[config.mk]
export PLATFORM = sky130hd
export DESIGN_NAME = rmii_gasket
export DESIGN_NICKNAME = d
export VERILOG_FILES = /design/src/rtl/rmii_gasket.sv
export SDC_FILE = /design/constraint.sdc
export NUM_CORES = 1
export LEC_CHECK = 0
export ABC_AREA = 0
export BUFFER_PORTS_ARGS = -buffer_cell sky130_fd_sc_hd__buf_2
export CORE_ASPECT_RATIO = 0.75
export CORE_UTILIZATION = 30
export CTS_BUF_LIST = sky130_fd_sc_hd__clkbuf_4
export CTS_CLUSTER_SIZE = 8
export DETAILED_ROUTE_END_ITERATION = 16
export GPL_TIMING_DRIVEN = 0
export HOLD_SLACK_MARGIN = 0.08
export PLACE_DENSITY_LB_ADDON = 0.1
export SETUP_SLACK_MARGIN = 0.05
export SLEW_MARGIN = 20
export SYNTH_ARGS = -nofsm -noshare
export SYNTH_HDL_FRONTEND = slang
export SYNTH_SLANG_ARGS = --single-unit
[constraint.sdc]
create_clock -name clk -period 1.7 [get_ports clk]
set_input_delay 0.255 -clock clk [delete_from_list [all_inputs] [get_ports clk]]
set_output_delay 0.255 -clock clk [all_outputs]
set_load 0.02 [all_outputs]
[src/rtl/rmii_gasket.sv]
module rmii_gasket #(
  parameter int SLOW_DIV    = 10,
  parameter int SYNC_STAGES = 2
) (
  input  logic       clk,
  input  logic       rst_n,
  input  logic       speed_100,
  input  logic [3:0] tx_nib,
  input  logic       tx_en,
  output logic       tx_nib_req,
  output logic [1:0] rmii_txd,
  output logic       rmii_txen,
  input  logic       rmii_crs_dv,
  input  logic [1:0] rmii_rxd,
  input  logic       rmii_rx_er,
  output logic [3:0] rx_nib,
  output logic       rx_nib_vld,
  output logic       rx_dv,
  output logic       rx_er,
  output logic       rx_crs,
  output logic       col
);

  localparam int DW = (SLOW_DIV > 2) ? $clog2(SLOW_DIV) : 1;
  localparam logic [DW-1:0] DIV_LAST = DW'(SLOW_DIV - 1);

  logic [DW-1:0] div_cnt;
  logic          slot;

  always_ff @(posedge clk) begin
    if (!rst_n)                 div_cnt <= '0;
    else if (div_cnt == DIV_LAST) div_cnt <= '0;
    else                        div_cnt <= div_cnt + 1'b1;
  end

  assign slot = speed_100 | (div_cnt == DIV_LAST);

  // transmit: split each nibble into two dibits, low first
  logic       tx_ph;
  logic [1:0] tx_hi;

  assign tx_nib_req = slot & ~tx_ph;

  always_ff @(posedge clk) begin
    if (!rst_n) begin
      tx_ph     <= 1'b0;
      tx_hi     <= 2'b00;
      rmii_txd  <= 2'b00;
      rmii_txen <= 1'b0;
    end else if (slot) begin
      tx_ph <= ~tx_ph;
      if (!tx_ph) begin
        rmii_txen <= tx_en;
        rmii_txd  <= tx_en ? tx_nib[1:0] : 2'b00;
        tx_hi     <= tx_en ? tx_nib[3:2] : 2'b00;
      end else begin
        rmii_txd  <= tx_hi;
      end
    end
  end

  // receive: synchronize carrier, delay data and error to match
  logic [SYNC_STAGES-1:0] crs_pipe;
  logic [SYNC_STAGES-1:0] er_pipe;
  logic [1:0]             rxd_pipe [SYNC_STAGES];
  logic                   crs_s, er_s;
  logic [1:0]             rxd_s;

  always_ff @(posedge clk) begin
    if (!rst_n) begin
      crs_pipe <= '0;
      er_pipe  <= '0;
      for (int i = 0; i < SYNC_STAGES; i++) rxd_pipe[i] <= 2'b00;
    end else begin
      crs_pipe <= {crs_pipe[SYNC_STAGES-2:0], rmii_crs_dv};
      er_pipe  <= {er_pipe[SYNC_STAGES-2:0], rmii_rx_er};
      rxd_pipe[0] <= rmii_rxd;
      for (int i = 1; i < SYNC_STAGES; i++) rxd_pipe[i] <= rxd_pipe[i-1];
    end
  end

  assign crs_s  = crs_pipe[SYNC_STAGES-1];
  assign er_s   = er_pipe[SYNC_STAGES-1];
  assign rxd_s  = rxd_pipe[SYNC_STAGES-1];
  assign rx_crs = crs_s;

  // nibble assembly, aligned on first non-zero dibit
  logic       aligned, rx_ph, er_acc;
  logic [1:0] rx_lo;

  assign rx_dv = aligned;

  always_ff @(posedge clk) begin
    if (!rst_n) begin
      aligned    <= 1'b0;
      rx_ph      <= 1'b0;
      er_acc     <= 1'b0;
      rx_lo      <= 2'b00;
      rx_nib     <= 4'h0;
      rx_nib_vld <= 1'b0;
      rx_er      <= 1'b0;
    end else begin
      rx_nib_vld <= 1'b0;
      rx_er      <= 1'b0;
      if (slot) begin
        if (!crs_s) begin
          aligned <= 1'b0;
          rx_ph   <= 1'b0;
          er_acc  <= 1'b0;
        end else if (!aligned) begin
          if (rxd_s != 2'b00) begin
            aligned <= 1'b1;
            rx_ph   <= 1'b1;
            rx_lo   <= rxd_s;
            er_acc  <= er_s;
          end
        end else if (!rx_ph) begin
          rx_ph  <= 1'b1;
          rx_lo  <= rxd_s;
          er_acc <= er_s;
        end else begin
          rx_ph      <= 1'b0;
          rx_nib     <= {rxd_s, rx_lo};
          rx_nib_vld <= 1'b1;
          rx_er      <= er_acc | er_s;
        end
      end
    end
  end

  always_ff @(posedge clk) begin
    if (!rst_n) col <= 1'b0;
    else        col <= rmii_txen & crs_s;
  end

  AST_TXD_QUIET: assert property (@(posedge clk) disable iff (!rst_n)
    !rmii_txen |-> rmii_txd == 2'b00);
  AST_REQ_PULSE: assert property (@(posedge clk) disable iff (!rst_n)
    tx_nib_req |=> !tx_nib_req);
  AST_NIB_PULSE: assert property (@(posedge clk) disable iff (!rst_n)
    rx_nib_vld |=> !rx_nib_vld);
  AST_NIB_IN_FRAME: assert property (@(posedge clk) disable iff (!rst_n)
    rx_nib_vld |-> rx_dv);
  AST_ERR_WITH_NIB: assert property (@(posedge clk) disable iff (!rst_n)
    rx_er |-> rx_nib_vld);
  AST_COL_CAUSE: assert property (@(posedge clk) disable iff (!rst_n)
    $rose(col) |-> $past(rmii_txen));

endmodule

-- Yosys cells after proc, flatten, opt, wreduce, memory -nomap -nowiden
Memory sizes are Yosys's and may differ from the RTL's.
Index checks and enable logic that the tools add are counted.
- register bits: 26
- bits in writable memories: 4
- bits of input ports: 12
- output and inout bits: 13
- word-level logic and storage cells: 61
- memories: 1
- $add $sub $neg: 1
- eq/ne operators: 4
- muxes and demuxes: 22
- bitwise logic cells: 8
- reduce and logical (&&, ||, !) cells: 10
- memory list (memory ; words ; width ; rd ports ; clocked after Yosys merged registers in ; write ports ; RTL line ; RTL):
    rxd_pipe ; 2 ; 2 ; 2 ; 0 ; 2 ; 65 ; logic [1:0] rxd_pipe [SYNC_STAGES];
- operator list (cell ; number):
    $mux W2 ; 8
    $mux W1 ; 14
    $reduce_and A4 Y1 ; 3
    $reduce_and A5 Y1 ; 1
    $add A4 B1 Y4 const B ; 1
    $eq A4 B4 Y1 const B ; 1
    $or A1 B1 Y1 ; 4
    $reduce_and A2 Y1 ; 2
    $reduce_bool A2 Y1 ; 2
    $ne A3 B1 Y1 const B ; 1
    $ne A3 B3 Y1 const B ; 1
    $reduce_and A3 Y1 ; 1
    $and A1 B1 Y1 ; 2
    $ne A2 B2 Y1 const B ; 1
    $not A1 Y1 ; 2
    $reduce_or A2 Y1 ; 1

-- Longest topological paths before layout
Gate-level depths: netlist (run 1).
- depth in word-level cells: 4
- gate-level depth with buffers: 6
- gate-level depth less buffers: 5

-- Least setup slack after synthesis (run 1)
Ideal clock, no wire load.
- path kind: register to register
- start: register div_cnt[1]
- end: register rx_nib[0]
- setup time: 0.072 ns
- data arrival time: 1.332 ns
- data required time: 1.628 ns
- slack: 0.295 ns
- cell stages (with the launch flop): 7
- path buffers: 1
- clock period less this slack: 1.405 ns
- cells stage by stage: dfxtp_1 inv_1 ha_1 and3b_1 buf_6 o2111ai_4 mux2i_1
- cells in the longest elaborated chain, start to end: 3
- ends and longest elaborated chain (what ; RTL line ; RTL):
    from (decl) ; 27 ; logic [DW-1:0] div_cnt;
    from (signal assigned) ; 33 ; else div_cnt <= div_cnt + 1'b1;
    $eq A4 B4 Y1 ; 36 ; assign slot = speed_100 | (div_cnt == DIV_LAST);
    $or A1 B1 Y1 ; 36 ;
    $reduce_and A4 Y1 (no line) ; n/a ;
    to (signal assigned) ; 123 ; rx_nib <= {rxd_s, rx_lo};
    to (decl) ; 16 ; output logic [3:0] rx_nib,
Every way passes these cells.
A chain may end at the register's enable or synchronous reset.

-- Final worst setup path (run 1)
- start: register div_cnt[1]
- end: output port tx_nib_req
- cells in the longest elaborated chain, start to end: 3
- ends and longest elaborated chain (what ; RTL line ; RTL):
    $eq A4 B4 Y1 ; 36 ;
    $or A1 B1 Y1 ; 36 ;
    $and A1 B1 Y1 ; 42 ; assign tx_nib_req = slot & ~tx_ph;
    to (decl) ; 10 ; output logic tx_nib_req,
Every way passes these cells.

==> impl_metrics.env, run 1 <==
export IMPL_syn2layout_area_growth_pct=25.2
export IMPL_dp_hpwl_mm=1.71
export IMPL_viasPerCell=4.57
export IMPL_p_leak_uw=0.000667
export IMPL_maxCapViolations=0
export IMPL_cts_sinks=30
export IMPL_seq_power_share_pct=58.9
export IMPL_die_h_um=56.2
export IMPL_routed_wl_mm=2.46
export IMPL_crit_type="reg -> out"
export IMPL_grt_usage_pct=13.2
export IMPL_switchingPower_uw=330
export IMPL_yosys_top_cells_count="dfxtp_1, nand2_1, and2_1, mux2i_1"
export IMPL_avgSynthCellArea_um2=9.87
export IMPL_start_kind="flop"
export IMPL_via_count=945
export IMPL_wl_per_cell_um=11.9
export IMPL_ant_nets=0
export IMPL_hold_path_class="in -> reg"
export IMPL_total_power_uw=1260
export IMPL_grt_overflow_total=0
export IMPL_p_int_uw=934
export IMPL_start_util_pct=31.7
export IMPL_yosysTopAreaCellShare_pct=51.1
export IMPL_cts_clk_slew_worst_paths_ns=0.09
export IMPL_required_ns=1.44
export IMPL_synth_largest_area_cell="dfxtp_1"
export IMPL_cts_tree="yes"
export IMPL_drc=0
export IMPL_cp_data_arrival_time_ns=1.37
export IMPL_ir_drop_uv=511
export IMPL_grt_pass1_vias=817
export IMPL_max_freq_mhz=617
export IMPL_slew_violations=0
export IMPL_yosysMostFrequentCell="dfxtp_1"
export IMPL_io_pin_count=25
export IMPL_grt_first_pass_wirelength_mm=3.90
export IMPL_synthTopCellsByArea="dfxtp_1, mux2i_1, nand2_1"
export IMPL_antenna_found_initial=0
export IMPL_synth_edf_count=0
export IMPL_nNetsFinal=169
export IMPL_cts_root_buf="clkbuf_4"
export IMPL_ys_async_sr_fraction_pct=0
export IMPL_grt_max_degree=11
export IMPL_hold_viol=0
export IMPL_drive_gt1_share_pct=28.4
export IMPL_ys_seq_elements=30
export IMPL_cp_end_kind="output pin"
export IMPL_p_comb_share_pct=10.0
export IMPL_clkPwrFrac_pct=31.1
export IMPL_p_sw_share_pct=26.1
export IMPL_skew_ns=0.0118
export IMPL_h_tree_depth=2
export IMPL_num_rows=19
export IMPL_pre_cts_slack_ns=0.0326
export IMPL_dieArea_mm2=0.00417
export IMPL_power_density_mw_per_mm2=859
export IMPL_synth_flop_cell="dfxtp_1"
export IMPL_portBuffers=23
export IMPL_layout_setup_ws_ns=0.0800
export IMPL_setup_violations_final=0
export IMPL_yosys_warnings=0
export IMPL_die_w_um=74.3
export IMPL_rsz0062_at_grt="true"
export IMPL_worst_hold_slack_ns=0.121
export IMPL_dr_pass1_iters=4
export IMPL_final_period_utilization_pct=95.3
export IMPL_outcome="finished clean"
export IMPL_diodes=0
export IMPL_drtIter0Drc=44
export IMPL_cts_buffers=5
export IMPL_globalplace_congestion=0.731
export IMPL_relSlewSlack_pct=69.1
export IMPL_crit_fanout=2
export IMPL_ys_types=30
export IMPL_fin_crit_ns=1.62
export IMPL_core_mm2=0.00371
export IMPL_netlist_area_mm2=0.00117
export IMPL_syn_num_nets=133
export IMPL_tightest_slew_ns=0.464
export IMPL_clock_latency_ns=0.33
export IMPL_tns_ns=0
export IMPL_cts_path_max_buffers=2
export IMPL_ys_seq_area_share_pct=51.1
export IMPL_synthesis_instances=119
export IMPL_final_util_pct=39.7
area by class of cell:
class | count | area [µm²]
Fill cell | 406 | 2240
Multi-Input combinational cell | 81 | 548
Sequential cell | 30 | 606
Timing Repair Buffer | 29 | 166
Clock buffer | 5 | 37.5
Tap cell | 52 | 65.1
Clock inverter | 2 | 10.0
Buffer | 5 | 27.5
Inverter | 3 | 11.3
power by group through the flow:
stage	logic, µW	registers (µW)	clock network, µW
floorplan	63.9	764	0
CTS	118	746	405
detailed placement	107	761	0
finish	126	745	393
global placement	105	760	0
global route	140	748	436
kinds of logic after synthesis:
family                   synth area share, %
buffers and inverters                   3.30
multiplexers                            7.67
adder cells (fa/ha/maj)                 2.13
AO/OA/AOI/OAI                           12.6
AND/OR/NAND/NOR                         23.2
flip-flops                              51.1
metrics by stage:
| stage | std cells | instance area, µm² |
|---|---|---|
| 2_1_floorplan | 119 | 1170 |
| 3_3_place_gp | 194 | 1360 |
| 3_5_place_dp | 194 | 1360 |
| 4_1_cts | 203 | 1440 |
| 5_1_grt | 207 | 1470 |
| 6_report | 207 | 1470 |
what timing repair did:
item                                   in CTS  in global routing
endpoints found under the hold margin       0                  0
setup endpoints to repair                   1                  1
pin swaps                                   1                  2
buffers inserted                            2                  4
hold buffers                                0                  0
resized for setup                           6                  2
worst paths after layout:
| kind | slack, ns | endpoint | cells after the start | start |
|---|---|---|---|---|
| worst max-delay path | 0.08 | tx_nib_req | 5 | div_cnt[1] |
| worst min-delay path | 0.12 | rxd_pipe[0][0] | 2 | rmii_rxd[0] |
| worst max register to register | 0.15 | rx_nib[1] | 7 | div_cnt[1] |
| worst min register to register | 0.44 | rxd_pipe[0][2] | 1 | rxd_pipe[0][0] |
layer usage:
layer  up-vias  track usage (%)  wire length [µm]
li1        488                -                 -
met1       425             18.3              1340
met2        24             17.1               915
met3         8             5.43               141
met4         0             7.28                57
met5         -                0                 0
worst max-delay path: stages, from the launching register on:
cell      delay [ns]
dfxtp_2         0.33
inv_2           0.06
ha_4            0.13
nand3b_1        0.15
a21oi_4         0.22
buf_6           0.14
sequential cells by signal, indices dropped and copies added, names as in the netlist:
name,count
div_cnt,4
rx_nib,4
rxd_pipe,4
crs_pipe,2
er_pipe,2
rmii_txd,2
rx_lo,2
tx_hi,2
col,1
er_acc,1
rmii_txen,1
rx_dv,1
rx_er,1
rx_nib_vld,1
rx_ph,1
tx_ph,1
cells in the final DEF, fill, tap and decap left out, types with 4 or more instances in the layout:
cell      count
nor2_1        5
and2_1        9
buf_4         6
nand3_1       5
mux2i_1       9
buf_2        23
nand2_1      17
clkbuf_4      5
and3_1        4
dfxtp_1      28
No activity file was read; power rests on OpenSTA's default activity.
==> run 2, diff against run 1 <==
Settings changed: MAX_ROUTING_LAYER set to met4.
Clock period 1.7 ns to 1.6 ns, I/O delays scaled along.
==> impl_metrics.env, run 2 (same netlist as run 1, synthesis figures left out) <==
export IMPL_dpl_cell_count=194
export IMPL_instances_no_fill=209
export IMPL_top_regs="div_cnt: 4 flops, rx_nib: 4 flops, rxd_pipe: 4 flops"
export IMPL_diodes=0
export IMPL_cts_buffers=5
export IMPL_nNetsFinal=171
export IMPL_drtIter0Drc=37
export IMPL_dr_pass1_iters=4
export IMPL_critical_path_max_stage_delay_ns=0.33
export IMPL_setup_violations_final=0
export IMPL_cp_data_arrival_time_ns=1.34
export IMPL_critPathBufInv=2
export IMPL_start_kind="flop"
export IMPL_layout_commonest_cell="dfxtp_1"
export IMPL_p_leak_uw=0.000676
export IMPL_routed_wl_mm=2.47
export IMPL_maxCapViolations=0
export IMPL_grt_max_degree=11
export IMPL_wl_per_cell_um=11.8
export IMPL_core_mm2=0.00371
export IMPL_final_cell_mix="dfxtp_1, buf_2, nand2_1"
export IMPL_cp_slowest_cell="dfxtp_2"
export IMPL_layout_setup_ws_ns=0.0181
export IMPL_fillers=406
export IMPL_grt_pass1_vias=826
export IMPL_dieArea_mm2=0.00417
export IMPL_cts_tree="yes"
export IMPL_skew_ns=0.0117
export IMPL_multiInputGateArea_um2=553
export IMPL_ir_drop_uv=543
export IMPL_io_pin_count=25
export IMPL_final_period_utilization_pct=98.9
export IMPL_cts_sinks=30
export IMPL_dp_hpwl_mm=1.71
export IMPL_outcome="finished clean"
export IMPL_grt_overflow_total=0
export IMPL_postCtsHoldBufs=0
export IMPL_reg2reg_slack_ns=0.05
export IMPL_cts_clk_slew_worst_paths_ns=0.09
export IMPL_viasPerCell=4.47
export IMPL_clock_latency_ns=0.33
export IMPL_cp_cell_sequence="inv_2 -> ha_4 -> nand3b_1 -> a21oi_4 -> buf_6"
export IMPL_required_ns=1.36
export IMPL_pre_cts_slack_ns=-0.0524
export IMPL_die_h_um=56.2
export IMPL_power_density_mw_per_mm2=907
export IMPL_cts_root_buf="clkbuf_4"
export IMPL_grt_first_pass_wirelength_mm=3.89
export IMPL_ant_nets=0
export IMPL_cts_path_max_buffers=2
export IMPL_crit_type="reg -> out"
export IMPL_portBuffers=23
export IMPL_drc=0
export IMPL_syn2layout_area_growth_pct=26.9
export IMPL_start_util_pct=31.7
export IMPL_via_count=934
export IMPL_relSlewSlack_pct=68.7
export IMPL_slew_violations=0
export IMPL_crit_fanout=2
export IMPL_grt_usage_pct=13.5
export IMPL_hold_viol=0
export IMPL_antenna_found_initial=0
export IMPL_cp_end_kind="output pin"
export IMPL_worst_hold_slack_ns=0.105
export IMPL_rsz0062_at_grt="true"
export IMPL_h_tree_depth=2
export IMPL_fin_crit_ns=1.58
export IMPL_tightest_slew_ns=0.469
export IMPL_tns_ns=0
export IMPL_crit_family="flip-flops"
export IMPL_die_w_um=74.3
export IMPL_num_rows=19
export IMPL_hold_path_class="in -> reg"
export IMPL_drive_gt1_share_pct=29.9
export IMPL_seq_area_um2=606
export IMPL_globalplace_congestion=0.739
export IMPL_max_freq_mhz=632
==> run 2: cell count changes in the layout (fill, tap and decap cells not counted) <==
cell,change
and3_1,-1
buf_4,+2
and3_4,+1
==> run 2: report_power, final <==
group | switching (µW) | total [µW] | internal, µW
clock | 263 | 421 | 158
sequential | 18.5 | 790 | 772
combinational | 72.9 | 142 | 68.7
==> run 2: final cells by class <==
cell class	instances	share of cell area, %
buffer	5	1.85
clock buffer	5	2.52
clock inverter	2	0.671
inverter	3	0.755
multi-input combinational	81	37.1
sequential	30	40.6
tap	52	4.36
timing repair buffer	31	12.2
==> run 2: path summary, 6_finish.rpt <==
| path | startpoint | endpoint | cells past startpoint |
|---|---|---|---|
| min | rmii_rxd[0] | rxd_pipe[0][0] | 2 |
| max | div_cnt[1] | tx_nib_req | 5 |
| max reg2reg | div_cnt[1] | rx_nib[1] | 7 |
| min reg2reg | crs_pipe[0] | crs_pipe[1] | 1 |
==> run 2: what timing repair did <==
| action | in CTS | in global routing |
|---|---|---|
| gates resized for setup | 8 | 1 |
| buffers inserted | 6 | 3 |
| pin swaps | 1 | 2 |
| endpoints found under the setup margin | 6 | 3 |
==> run 2: metal layers <==
layer / GRT usage (%) / share of wire [%]
met1: 18.4 / 55
met2: 17.0 / 37
met3: 4.89 / 6.1
met4: 7.28 / 1.5
met5: - / 0
==> run 2: metrics by stage <==
stage | cell area, µm² | utilization, % | power, µW
after floorplan | 1170 | - | 879
after global placement | 1360 | 36.5 | 919
after detailed placement | 1360 | 36.5 | 922
after CTS | 1470 | 39.7 | 1350
after global routing | 1490 | 40.2 | 1420
final | 1490 | 40.2 | 1350
